## src/rtl/ocp_pkg.sv

```systemverilog
package ocp_pkg;

    typedef enum logic [2:0] {
        M_OFF,
        M_ON,
        M_LIMIT,
        M_HIC_OFF,
        M_HIC_ON,
        M_FAST_OFF,
        M_THERM_OFF
    } mode_t;

    typedef enum logic [1:0] {
        H_ARMED,
        H_ACTIVE,
        H_HOLD
    } hi_t;

endpackage

```

## src/rtl/ocp_tick_timer.sv

```systemverilog
module ocp_tick_timer #(
    parameter int W = 8
) (
    input  logic         clk,
    input  logic         rst_n,
    input  logic         clr,
    input  logic         tick,
    input  logic [W-1:0] limit,
    output logic         done
);
    logic [W-1:0] cnt;

    always_ff @(posedge clk or negedge rst_n) begin
        if (!rst_n)    cnt <= '0;
        else if (clr)  cnt <= '0;
        else if (tick) cnt <= cnt + 1'b1;
    end

    // Fires on the tick that completes 'limit' ticks in the current state.
    assign done = tick && (cnt == (limit - {{(W-1){1'b0}}, 1'b1}));

endmodule

```

## src/rtl/ocp_thermal_gate.sv

```systemverilog
module ocp_thermal_gate (
    input  logic clk,
    input  logic rst_n,
    input  logic hot,
    input  logic cool,
    output logic blk
);
    always_ff @(posedge clk or negedge rst_n) begin
        if (!rst_n)    blk <= 1'b0;
        else if (hot)  blk <= 1'b1;
        else if (cool) blk <= 1'b0;
    end

    AST_HOT_SETS: assert property (@(posedge clk) disable iff (!rst_n)
        hot |=> blk);
    AST_HOLD_UNTIL_COOL: assert property (@(posedge clk) disable iff (!rst_n)
        (blk && !cool) |=> blk);

endmodule

```

## src/rtl/ocp_sec_arm.sv

```systemverilog
module ocp_sec_arm
    import ocp_pkg::*;
#(
    parameter int W      = 8,
    parameter int SEC_T  = 20,
    parameter int HOLD_T = 160
) (
    input  logic clk,
    input  logic rst_n,
    input  logic tick,
    input  logic uv,
    input  logic sw_on,
    input  logic ovr_sec,
    output logic sel_hi
);
    hi_t          hs_q, hs_d;
    logic [W-1:0] lim_val;
    logic         t_done;

    always_comb begin
        unique case (hs_q)
            H_ACTIVE: lim_val = W'(SEC_T);
            H_HOLD:   lim_val = W'(HOLD_T);
            default:  lim_val = W'(1);
        endcase
    end

    ocp_tick_timer #(.W(W)) u_tmr (
        .clk   (clk),
        .rst_n (rst_n),
        .clr   (hs_d != hs_q),
        .tick  (tick),
        .limit (lim_val),
        .done  (t_done)
    );

    always_comb begin
        hs_d = hs_q;
        if (uv) begin
            hs_d = H_ARMED;
        end else begin
            unique case (hs_q)
                H_ARMED:  if (sw_on) hs_d = ovr_sec ? H_HOLD : H_ACTIVE;
                H_ACTIVE: if (ovr_sec || t_done) hs_d = H_HOLD;
                H_HOLD:   if (t_done) hs_d = sw_on ? H_ACTIVE : H_ARMED;
                default:  hs_d = H_ARMED;
            endcase
        end
    end

    always_ff @(posedge clk or negedge rst_n) begin
        if (!rst_n) hs_q <= H_ARMED;
        else        hs_q <= hs_d;
    end

    assign sel_hi = (hs_q != H_HOLD);

    AST_SEC_EARLY_DROP: assert property (@(posedge clk) disable iff (!rst_n)
        (sel_hi && ovr_sec && sw_on && !uv) |=> !sel_hi);
    AST_UV_REARMS: assert property (@(posedge clk) disable iff (!rst_n)
        uv |=> sel_hi);

endmodule

```

## src/rtl/ocp_supervisor.sv

```systemverilog
module ocp_supervisor
    import ocp_pkg::*;
#(
    parameter int SEC_T  = 20,
    parameter int HOLD_T = 160,
    parameter int OC_T   = 41,
    parameter int HOFF_T = 5240,
    parameter int HON_T  = 41,
    parameter int FAST_T = 10
) (
    input  logic clk,
    input  logic rst_n,
    input  logic tick,
    input  logic port_uv,
    input  logic ovr_pri,
    input  logic ovr_sec,
    input  logic ovr_fast,
    input  logic therm_hot,
    input  logic therm_cool,
    output logic sw_en,
    output logic sel_hi,
    output logic ss_req,
    output logic fault,
    output logic in_hiccup,
    output logic therm_off
);
    localparam int M1   = (SEC_T > HOLD_T) ? SEC_T : HOLD_T;
    localparam int M2   = (OC_T > HON_T) ? OC_T : HON_T;
    localparam int M3   = (HOFF_T > FAST_T) ? HOFF_T : FAST_T;
    localparam int M12  = (M1 > M2) ? M1 : M2;
    localparam int TMAX = (M12 > M3) ? M12 : M3;
    localparam int CW   = $clog2(TMAX + 1);

    mode_t         st_q, st_d;
    logic          blk;
    logic          sel_hi_w;
    logic          limiting;
    logic          m_done;
    logic          seen_q;
    logic          on_q;
    logic [CW-1:0] m_lim;

    ocp_thermal_gate u_therm (
        .clk   (clk),
        .rst_n (rst_n),
        .hot   (therm_hot),
        .cool  (therm_cool),
        .blk   (blk)
    );

    ocp_sec_arm #(
        .W      (CW),
        .SEC_T  (SEC_T),
        .HOLD_T (HOLD_T)
    ) u_sec (
        .clk     (clk),
        .rst_n   (rst_n),
        .tick    (tick),
        .uv      (port_uv),
        .sw_on   (sw_en),
        .ovr_sec (ovr_sec),
        .sel_hi  (sel_hi_w)
    );

    // Limiting only counts against the primary threshold.
    assign limiting = ovr_pri && !sel_hi_w;

    always_comb begin
        unique case (st_q)
            M_LIMIT:    m_lim = CW'(OC_T);
            M_HIC_OFF:  m_lim = CW'(HOFF_T);
            M_HIC_ON:   m_lim = CW'(HON_T);
            M_FAST_OFF: m_lim = CW'(FAST_T);
            default:    m_lim = CW'(1);
        endcase
    end

    ocp_tick_timer #(.W(CW)) u_tmr (
        .clk   (clk),
        .rst_n (rst_n),
        .clr   (st_d != st_q),
        .tick  (tick),
        .limit (m_lim),
        .done  (m_done)
    );

    // Next-state process
    always_comb begin
        st_d = st_q;
        if (port_uv) begin
            st_d = M_OFF;
        end else if (sw_en && blk) begin
            st_d = M_THERM_OFF;
        end else if (sw_en && ovr_fast) begin
            st_d = M_FAST_OFF;
        end else begin
            unique case (st_q)
                M_OFF:       st_d = M_ON;
                M_ON:        if (limiting) st_d = M_LIMIT;
                M_LIMIT: begin
                    if (!limiting)   st_d = M_ON;
                    else if (m_done) st_d = M_HIC_OFF;
                end
                M_HIC_OFF:   if (m_done) st_d = M_HIC_ON;
                M_HIC_ON:    if (m_done) st_d = (seen_q || limiting) ? M_HIC_OFF : M_ON;
                M_FAST_OFF:  if (m_done) st_d = M_ON;
                M_THERM_OFF: if (!blk) st_d = M_ON;
                default:     st_d = M_OFF;
            endcase
        end
    end

    // State register process
    always_ff @(posedge clk or negedge rst_n) begin
        if (!rst_n) begin
            st_q   <= M_OFF;
            seen_q <= 1'b0;
            on_q   <= 1'b0;
        end else begin
            st_q   <= st_d;
            seen_q <= (st_q == M_HIC_ON) && (seen_q || limiting);
            on_q   <= sw_en;
        end
    end

    // Output process
    always_comb begin
        sw_en     = (st_q == M_ON) || (st_q == M_LIMIT) || (st_q == M_HIC_ON);
        in_hiccup = (st_q == M_HIC_OFF) || (st_q == M_HIC_ON);
        therm_off = (st_q == M_THERM_OFF);
        fault     = in_hiccup || therm_off || (st_q == M_FAST_OFF);
        ss_req    = sw_en && !on_q;
        sel_hi    = sel_hi_w;
    end

    AST_UV_FORCES_OFF: assert property (@(posedge clk) disable iff (!rst_n)
        port_uv |=> (!sw_en && !fault));
    AST_SS_ONE_CYCLE: assert property (@(posedge clk) disable iff (!rst_n)
        ss_req |=> !ss_req);
    AST_FAST_TRIP_OFF: assert property (@(posedge clk) disable iff (!rst_n)
        (sw_en && ovr_fast && !port_uv) |=> !sw_en);
    AST_HICCUP_FAULT: assert property (@(posedge clk) disable iff (!rst_n)
        in_hiccup |-> (fault && !therm_off));

endmodule

```

## config.mk

```make
export PLATFORM = sky130hd
export DESIGN_NAME = ocp_supervisor
export DESIGN_NICKNAME = d
export VERILOG_FILES = /design/src/rtl/ocp_pkg.sv /design/src/rtl/ocp_tick_timer.sv /design/src/rtl/ocp_thermal_gate.sv /design/src/rtl/ocp_sec_arm.sv /design/src/rtl/ocp_supervisor.sv
export SDC_FILE = /design/constraint.sdc
export NUM_CORES = 1
export LEC_CHECK = 0
export BUFFER_PORTS_ARGS = -buffer_cell sky130_fd_sc_hd__buf_4
export CORE_UTILIZATION = 50
export DETAILED_ROUTE_END_ITERATION = 7
export GPL_TIMING_DRIVEN = 0
export PLACE_DENSITY = 0.72
export RECOVER_POWER = 25
export SKIP_CTS_REPAIR_TIMING = 1
export SLEW_MARGIN = 20
export SYNTH_ARGS = -nofsm -noshare
export SYNTH_HDL_FRONTEND = slang
export SYNTH_HIERARCHICAL = 1
export SYNTH_SLANG_ARGS = --single-unit
```

## constraint.sdc

```tcl
create_clock -name clk -period 13.4 [get_ports clk]
set_clock_uncertainty 0.15 [all_clocks]
set_input_delay 3.35 -clock clk [delete_from_list [all_inputs] [get_ports clk]]
set_output_delay 3.35 -clock clk [all_outputs]
set_load 0.01 [all_outputs]
```

Yosys cells after proc, flatten, opt, wreduce, memory -nomap -nowiden:

Index checks and enable logic that the tools add are counted.

* register bits after elaboration: 34
* input bits: 9
* output and inout port bits: 6

* multiplexer cells: 27
* reduce and logical (&&, ||, !) cells: 22
* $add $sub $neg: 4
* equal/unequal tests: 13

Operator list (count)
* two-way mux 13 bit: 4
* one-hot mux 13 bit (3 select lines): 1
* two-way mux 3 bit: 10
* adder 13 x 1 -> 13 bit (second input constant): 2
* equality test 13 bit: 2
* subtractor 13 x 1 -> 13 bit (second input constant): 2
* one-hot mux 3 bit (7 select lines): 1
* one-hot mux 8 bit (2 select lines): 1
* two-way mux 2 bit: 6
* equality test 3 bit (second input constant): 3
* logical AND 1 bit: 7
* logical OR 1 bit: 7
* equality test 3 x 2 -> 1 bit (second input constant): 2
* one-hot mux 2 bit (3 select lines): 1
* nonzero test 2 bit: 3
* equality test 3 x 1 -> 1 bit (second input constant): 1
* zero test 3 bit: 1
* two-way mux 1 bit: 3
* inequality test 3 bit: 1
* equality test 2 x 1 -> 1 bit (second input constant): 1
* equality test 2 bit (second input constant): 1
* zero test 1 bit: 2
* zero test 2 bit: 1
* inequality test 2 bit: 1
* 2 further kinds: 2

Longest topological paths before layout:

Gate-level depths: netlist of run 1.

* depth after elaboration: 14
* depth in mapped cells: 22
* mapped depth without buffers: 20

Cells and area by module:

Netlist of run 1, hierarchy kept.

Modules (own cells, without submodules)
* ocp_tick_timer: seq. area each 325.3 sq um, cells an instance 142, times used 2, area an instance 1131.1 sq um
* ocp_supervisor: seq. area each 125.1 sq um, cells an instance 60, times used 1, area an instance 528.0 sq um
* ocp_sec_arm: seq. area each 50.0 sq um, cells an instance 37, times used 1, area an instance 286.5 sq um
* ocp_thermal_gate: seq. area each 25.0 sq um, cells an instance 3, times used 1, area an instance 36.3 sq um

Least setup slack after synthesis of run 1:

OpenSTA, ideal clock, no wires.

* path type: input -> register
* start: in tick
* end: reg u_tmr.cnt[12]
* data required time: 13172 ps
* library setup time: 78 ps
* path slack: 6848 ps
* stages on the path: 16
* path buffers: 1
* arrival time: 6324 ps
* cells stage by stage: clkbuf_1 -> nand3_1 -> a2111o_1 -> a2111oi_2 -> o221a_1 -> nor2_1 -> or3_1 -> o311ai_1 -> a221oi_4 -> xnor2_1 -> nand3_1 -> o21ai_0 -> nor3_1 -> nand2_1 -> or3_1 -> a21oi_1

* cells in the longest elaborated chain, start to end: 9
* elaborated cells on any way between the ends: 13
* classes of those cells: eq/ne (1); mux (10); reduce/logical (2)

RTL lines
* from (decl): RTL line ocp_supervisor.sv:13 `input logic tick,`
* logical AND 1 bit (*): RTL line ocp_tick_timer.sv:20 `assign done = tick && (cnt == (limit - {{(W-1){1'b0}}, 1'b1}));`
* via m_done: RTL line ocp_supervisor.sv:38 `logic m_done;`
* two-way mux 3 bit: RTL line ocp_supervisor.sv:102 `else if (m_done) st_d = M_HIC_OFF;`
* two-way mux 3 bit: RTL line ocp_supervisor.sv:101 `if (!limiting) st_d = M_ON;`
* one-hot mux 3 bit (7 select lines) (*): RTL line ocp_supervisor.sv:97 `unique case (st_q)`
* two-way mux 3 bit (*): RTL line ocp_supervisor.sv:94 `end else if (sw_en && ovr_fast) begin`
* two-way mux 3 bit (*): RTL line ocp_supervisor.sv:92 `end else if (sw_en && blk) begin`
* two-way mux 3 bit (*): RTL line ocp_supervisor.sv:90 `if (port_uv) begin`
* via st_d[0]: RTL line ocp_supervisor.sv:34 `mode_t st_q, st_d;`
* inequality test 3 bit (*): RTL line ocp_supervisor.sv:81 `.clr (st_d != st_q),`
* two-way mux 13 bit / nonzero test 2 bit (equally long branches)
* to (signal assigned): RTL line ocp_tick_timer.sv:16 `else if (tick) cnt <= cnt + 1'b1;`
* to (decl): RTL line ocp_tick_timer.sv:11 `logic [W-1:0] cnt;`

The timed path passes the listed nets; every way through them passes the cells marked *.
A chain may end at the register's enable or synchronous reset.

Worst setup path after layout of run 1:

Same ends and word-level chain as after synthesis.

==> results of run 1 <==
==> layer usage <==
metal,vias to the layer above,track usage,share of wire
met2,51,0.375,0.47
met3,7,0.0438,0.032
met5,-,0,0
li1,1468,-,-
met4,0,0.0821,0.013
met1,1345,0.322,0.49
==> area by class of cell <==
cell class / instances / share of cell area
clock inverters: 2 / 0.00351
repair buffers: 13 / 0.0263
inverters: 20 / 0.0211
multi-input cells: 365 / 0.642
flip-flops and latches: 34 / 0.239
well taps: 75 / 0.0263
plain buffers: 15 / 0.0190
clock buffers: 6 / 0.0232
==> synthesized netlist by cell type, types with 3 or more instances <==
cell type / count
nor2_1: 44
xor2_1: 36
dfrtp_1: 34
nand2_1: 26
o21ai_0: 24
a21oi_1: 20
inv_1: 20
xnor2_1: 15
nand4_1: 12
nand3_1: 11
clkbuf_1: 10
ha_1: 9
nor3_1: 9
or3_1: 7
or4_1: 7
nor2b_1: 6
o31ai_1: 6
nand2b_1: 5
nor4_1: 5
a2111oi_0: 4
a31oi_1: 4
and3_1: 4
mux2i_1: 4
o22ai_1: 4
a2111oi_2: 3
a21o_1: 3
buf_2: 3
mux2_2: 3
o211ai_1: 3
o21ai_1: 3
or2b_1: 3
==> flip-flops by register name, summed over array words and instances, names as in the netlist <==
| name | cells |
|---|---|
| u_sec/u_tmr/cnt | 13 |
| u_therm/blk | 1 |
| on_q | 1 |
| u_sec/hs_q | 2 |
| u_tmr/cnt | 13 |
| st_q | 3 |
| seen_q | 1 |
==> worst max-delay path, cell delays in order <==
cell and delay, ps:
clkbuf_1 290, nand3_1 160, a2111o_1 390, a2111oi_2 310, o221a_1 380, nor2_1 60
or3_1 350, o311ai_1 140, a221oi_4 120, xnor2_1 150, nand3_1 200, o21ai_0 180
nor3_1 180, nand2_1 160, or3_1 370, a21oi_1 140
==> power groups by stage <==
stage / sequential (mW) / clock [mW] / combinational [mW]
2_1_floorplan: 0.132 / 0 / 0.280
3_3_place_gp: 0.137 / 0 / 0.355
3_5_place_dp: 0.137 / 0 / 0.363
4_1_cts: 0.135 / 0.0843 / 0.365
5_1_grt: 0.137 / 0.0891 / 0.406
6_report: 0.135 / 0.0820 / 0.361
==> cell families after synthesis <==
kind of cell	synth area share
AND/OR/NAND/NOR	0.259
AO/OA/AOI/OAI	0.207
XOR/XNOR	0.152
buffers and inverters	0.0458
flip-flops	0.273
adder cells (fa/ha/maj)	0.0362
multiplexers	0.0237
other	0.00241
==> worst paths after layout <==
check                                         from                              to  cells past startpoint
max in group asynchronous                    rst_n  u_sec/u_tmr/cnt[6]$_DFFE_PN0P_                      1
min in group asynchronous                    rst_n        u_tmr/cnt[9]$_DFFE_PN0P_                      1
min                        u_sec/hs_q[0]$_DFF_PN0_         u_sec/hs_q[0]$_DFF_PN0_                      1
min reg2reg                u_sec/hs_q[0]$_DFF_PN0_         u_sec/hs_q[0]$_DFF_PN0_                      1
max                                           tick       u_tmr/cnt[12]$_DFFE_PN0P_                     16
max reg2reg                      st_q[1]$_DFF_PN0_       u_tmr/cnt[12]$_DFFE_PN0P_                     22
==> through the flow <==
stage           util  total power [mW]  setup WS (ps)  instances  cell area (um2)
6_report       0.599             0.577           6540        530             3560
5_1_grt        0.599             0.633           6200        530             3560
4_1_cts        0.602             0.584           6550        530             3590
3_5_place_dp   0.586             0.500           6240        522             3490
3_3_place_gp   0.586             0.491           6340        522             3490
2_1_floorplan      -             0.412           6850        434             3300
==> metrics.md, run 1 <==
| Metric | Value |
|---|---|
| WL/cell | 13.2 um |
| Worst Hold Class | reg2reg |
| Relative slew slack | -0.240 |
| Syn Inst Count | about 380 |
| Critical Path AT | 6920 ps |
| Clk buf depth | 2 |
| Layout fillers | 565 |
| Worst R2R Setup Slack | 7560 ps |
| CP Capture Type | flop |
| Grt total ovfl | 0 |
| Final hold slack | 406 ps |
| Area of the multi-input gates | about 0.0023 mm2 |
| Vias | roughly 2900 |
| Cell area after synthesis | between 0.003 and 0.004 mm2 |
| Logic pwr share | 0.625 |
| Worst VDD drop | approximately 0.097 mV |
| Worst Setup Start Kind | input port |
| Synth area leader | dfrtp_1 |
| Crit-path max FO | 8 |
| Sw Share | 0.486 |
| # port buffers | 13 |
| Final Net Count | between 400 and 500 |
| Ys async rst share | 1.00 |
| Ports | 15 |
| Die height | approximately 81 um |
| Critical path class | in2reg |
| First-pass GRT wire length | around 12000 um |
| Post-synth EDFFs | 0 |
| Max-cap violations | 1 |
| Layout area overhead | 14.5% |
| Max H-tree Level | 2 |
| Starting Density | 0.523 |
| Cell Int Power | approximately 300 uW |
| TritonRoute pass-1 iters | 5 |
| Slew Viols, Final | 35 |
| Initial antenna violation count | 0 |
| Vias per Instance | 5.42 |
| Synth cell types | 58 |
| CTS tree | done |
| Critical path data required time | roughly 13000 ps |
| Clk pin slew, worst setup/hold paths | 80 ps |
| Row count | 28 |
| Synth warnings | 6 |
| Ratio of cells with drive above 1 in the final layout | 0.0835 |
| Synth Flop Type | dfrtp_1 |
| Commonest non-fill, non-tap cells in the layout | conb_1 (52), nor2_1 (44), xor2_1 (37), dfrtp_1 (34), nand2_1 (26) |
| Tot GR Track Use | 0.237 |
| RSZ-0062 raised after global routing | no |
| Gpl congestion | between 0.8 and 0.9 |
| Clock Root Buffer | clkbuf_8 |
| Pleak | about 1.5 nW |
| Tightest Pin Transition | ~1900 ps |
| Sequential area share after synthesis | 0.273 |
| Worst skew pair latency | 290 ps |
| Top cell type's share of synthesized area | 0.273 |
| DIE AREA | about 0.0065 mm2 |
| Min Tclk post-route | approximately 7000 ps |
| CTS Buf Count | 5 |
| Finish-stage setup viols | 0 |
| Top cells by area, synth | dfrtp_1 (27%), xor2_1 (10%), nor2_1 (5.3%) |
| Mean Syn Cell Area | 8.11 um2 |
| Period utilization | 0.512 |
| Commonest non-fill, non-tap cell in the layout | conb_1 |
| Detail Placement HPWL | 5230 um |
| Setup TNS | 0 ps |
| Core area | 0.00596 mm2 |
| Yosys reg bits | 34 |
| Detailed Route Iter0 Violations | 156 |
| Clock power share | 0.142 |
| Final Hold Vio Count | 0 |
| DR DRC count | 0 |
| Post-route ant nets | 0 |
| Status | finished, violations left |
| # diodes | 0 |
| Sink Count | 34 |
| Flop pwr share | 0.233 |
| PD cells | ~160 mW/mm2 |
| Switch Pwr | around 280 uW |
| Register area | roughly 850 um2 |
| Fmax | roughly 150 MHz |
| Vias in the first global route | 2666 |
| Largest net degree at the start of global routing | 35 |
| Failing checks | max-capacitance violations, max-slew violations |
| DRT Wirelength | roughly 7000 um |
| Die X | between 80 and 90 um |
No activity file was read; power rests on OpenSTA's default activity.
==> run 2: changes to the inputs <==
--- a/config.mk
+++ b/config.mk
@@ -5,11 +5,12 @@
 export SDC_FILE = /design/constraint.sdc
 export NUM_CORES = 1
 export LEC_CHECK = 0
+export ABC_AREA = 1
 export BUFFER_PORTS_ARGS = -buffer_cell sky130_fd_sc_hd__buf_4
 export CORE_UTILIZATION = 50
 export DETAILED_ROUTE_END_ITERATION = 7
 export GPL_TIMING_DRIVEN = 0
-export PLACE_DENSITY = 0.72
+export PLACE_DENSITY = 0.75
 export RECOVER_POWER = 25
 export SKIP_CTS_REPAIR_TIMING = 1
 export SLEW_MARGIN = 20
==> constraint.sdc (replaced) <==
create_clock -name clk -period 5.54 [get_ports clk]
set_clock_uncertainty 0.15 [all_clocks]
set_input_delay 1.385 -clock clk [delete_from_list [all_inputs] [get_ports clk]]
set_output_delay 1.385 -clock clk [all_outputs]
set_load 0.01 [all_outputs]
==> run 2 against run 1 <==
Effect of this change: the flow still finishes with violations (max-capacitance violations, max-slew violations); global-route usage grew 0.57 points; setup slack got worse by 6000 ps; sequential power rose by 140%; critical path type is now reg2reg; highest routed layer unchanged.
==> metrics.md, run 2 <==
| Metric | Value |
|---|---|
| CP dominant cell by count | nand2_1 |
| Final Cell Area | around 0.0038 mm2 |
| Clk buf depth | 2 |
| Starting Density | 0.519 |
| Die height | about 83 um |
| Critical path class | reg2reg |
| Cell area after synthesis | 0.00329 mm2 |
| Top cell type's share of synthesized area | 0.258 |
| Max H-tree Level | 2 |
| Commonest non-fill, non-tap cell in the layout | nand2_1 |
| Register area | approximately 850 um2 |
| Post-route ant nets | 0 |
| DR DRC count | 0 |
| Synth Flop Type | dfrtp_1 |
| First-pass GRT wire length | between 10000 and 15000 um |
| Critical path data required time | 5620 ps |
| Worst path slowest cell | dfrtp_1 |
| Ys async rst share | 1.00 |
| CP Capture Type | flop |
| Pleak | slightly below 2 nW |
| Post-synth EDFFs | 0 |
| Grt total ovfl | 0 |
| Synth warnings | 6 |
| Clock Root Buffer | clkbuf_8 |
| TritonRoute pass-1 iters | 4 |
| CTS tree | done |
| CTS Buf Count | 5 |
| Worst skew pair latency | just under 300 ps |
| Vias per Instance | 5.06 |
| Largest net degree at the start of global routing | 35 |
| Worst Setup Start Kind | flop |
| Largest registers | u_sec/u_tmr/cnt x13, u_tmr/cnt x13, st_q x3 |
| Layout area overhead | 16.3% |
| Row count | 29 |
| PD cells | slightly below 400 mW/mm2 |
| DP Area | 0.00363 mm2 |
| Worst Hold Class | reg2reg |
| DRT Wirelength | between 7000 and 8000 um |
| Vias | between 3000 and 4000 |
| Crit-path max FO | 7 |
| Logic pwr share | 0.584 |
| # diodes | 0 |
| Fmax | around 200 MHz |
| Tightest Pin Transition | between 1500 and 2000 ps |
| Sw Share | 0.485 |
| Area of the multi-input gates | between 0.002 and 0.0025 mm2 |
| Mean Syn Cell Area | 6.04 um2 |
| Max-cap violations | 1 |
| Final Hold Vio Count | 0 |
| Top Family by Delay on Critical Path | simple AND/OR/NAND/NOR gates |
| Most instantiated library cell after synthesis | nand2_1 |
| Die X | approximately 83 um |
| Period utilization | 0.901 |
| Critical Path AT | 5070 ps |
| Slew Viols, Final | 35 |
| Syn Inst Count | approximately 550 |
| Worst VDD drop | 0.298 mV |
| Tot GR Track Use | 0.242 |
| Final Net Count | between 600 and 700 |
| Relative slew slack | -0.305 |
| Clk pin slew, worst setup/hold paths | about 80 ps |
| Ports | 15 |
| Top post-synthesis cells by count | nand2_1 (163), inv_1 (81), nor2_1 (52) |
| RSZ-0062 raised after global routing | no |
| Flop pwr share | 0.220 |
| Sequential area share after synthesis | 0.258 |
| Core area | approximately 0.0063 mm2 |
| Detailed Route Iter0 Violations | between 150 and 200 |
| Commonest non-fill, non-tap cells in the layout | nand2_1 (163), inv_1 (81), nor2_1 (51), nand3_1 (47), conb_1 (39) |
| Layout fillers | 646 |
| # port buffers | 14 |
| Top cells by area, synth | dfrtp_1 (26%), nand2_1 (19%), inv_1 (9.2%) |
| Setup TNS | 0 ps |
| Worst path max stage delay | around 400 ps |
| Synth area leader | dfrtp_1 |
| DIE AREA | 0.00692 mm2 |
| Vias in the first global route | between 3000 and 4000 |
| Synth cell types | 31 |
| Cell Int Power | about 760 uW |
| Switch Pwr | roughly 710 uW |
| Finish-stage setup viols | 0 |
| WL/cell | 11.4 um |
| Clock power share | 0.196 |
| Failing checks | max-capacitance violations, max-slew violations |
| Sink Count | 34 |
| Detail Placement HPWL | 5970 um |
| Yosys reg bits | 34 |
| CP bufs+invs | 4 |
| Status | finished, violations left |
| Ratio of cells with drive above 1 in the final layout | 0.120 |
| Min Tclk post-route | 4990 ps |
| Gpl congestion | roughly 0.85 |
| Initial antenna violation count | 0 |
[run 2: cell count changes after synthesis, sizes merged, moves of 10 or more]
| cell | previous run | this run |
|---|---|---|
| xor2 | 37 | 6 |
| clkbuf | 10 | 0 |
| inv | 20 | 91 |
| nand3 | 11 | 50 |
| nor3 | 9 | 22 |
| nand2 | 27 | 174 |
| nor2 | 44 | 66 |
[run 2: cell families (layout without fill, tap and decap cells)]
family                   Yosys count  count (layout)  share of synthesized area
AND/OR/NAND/NOR                  340             340                      0.474
buffers and inverters             96             124                      0.111
AO/OA/AOI/OAI                     50              50                     0.0824
flip-flops                        34              34                      0.258
XOR/XNOR                          14              14                     0.0372
adder cells (fa/ha/maj)            9               9                     0.0342
other                              2              39                    0.00228
[run 2: final cells by class]
class | count | share of cell area
clock inverter | 2 | 0.0157
multi-input combinational | 452 | 0.581
buffer | 1 | 0.00196
sequential | 34 | 0.222
clock buffer | 6 | 0.0215
inverter | 95 | 0.0937
tap | 77 | 0.0251
timing repair buffer | 20 | 0.0382
[run 2: path summary, 6_finish.rpt]
path / start / slack (ps) / to / cells after the start
max: st_q[0]$_DFF_PN0_ / 550 / u_tmr/cnt[10]$_DFFE_PN0P_ / 35
max in group asynchronous: rst_n / 2480 / st_q[1]$_DFF_PN0_ / 1
min in group asynchronous: rst_n / 1480 / u_tmr/cnt[8]$_DFFE_PN0P_ / 1
max reg2reg: st_q[0]$_DFF_PN0_ / 550 / u_tmr/cnt[10]$_DFFE_PN0P_ / 35
min: seen_q$_DFF_PN0_ / 370 / seen_q$_DFF_PN0_ / 2
min reg2reg: seen_q$_DFF_PN0_ / 370 / seen_q$_DFF_PN0_ / 2
[run 2: power groups by stage]
stage | Combinational [mW] | Sequential [mW] | Clock, mW
after global placement | 0.810 | 0.325 | 0
after detailed placement | 0.831 | 0.326 | 0
after CTS | 0.835 | 0.321 | 0.295
after global routing | 0.992 | 0.329 | 0.306
final | 0.860 | 0.323 | 0.289
after floorplan | 0.645 | 0.313 | 0
[run 2: stage by stage]
step	power, mW	cells	util	worst slack [ps]	hold slack (ps)
2_1_floorplan	0.958	582	-	1230	331
3_5_place_dp	1.16	673	0.572	295	355
5_1_grt	1.63	687	0.604	85.2	403
6_report	1.47	687	0.604	551	370
3_3_place_gp	1.13	673	0.572	417	356
4_1_cts	1.45	681	0.595	264	372
[run 2: per-layer routing]
layer	vias up	wire, um	track usage
li1	1812	-	-
met1	1602	3610	0.307
met2	57	3920	0.435
met3	7	241	0.0328
met4	0	77	0.0564
met5	-	0	0
[run 2: worst register-to-register path: cells and delay by family (launching register included)]
kind                     cells  cell delay, ps
adder cells (fa/ha/maj)      1             260
AND/OR/NAND/NOR             29            3430
AO/OA/AOI/OAI                1             150
flip-flops                   1             410
buffers and inverters        4             560
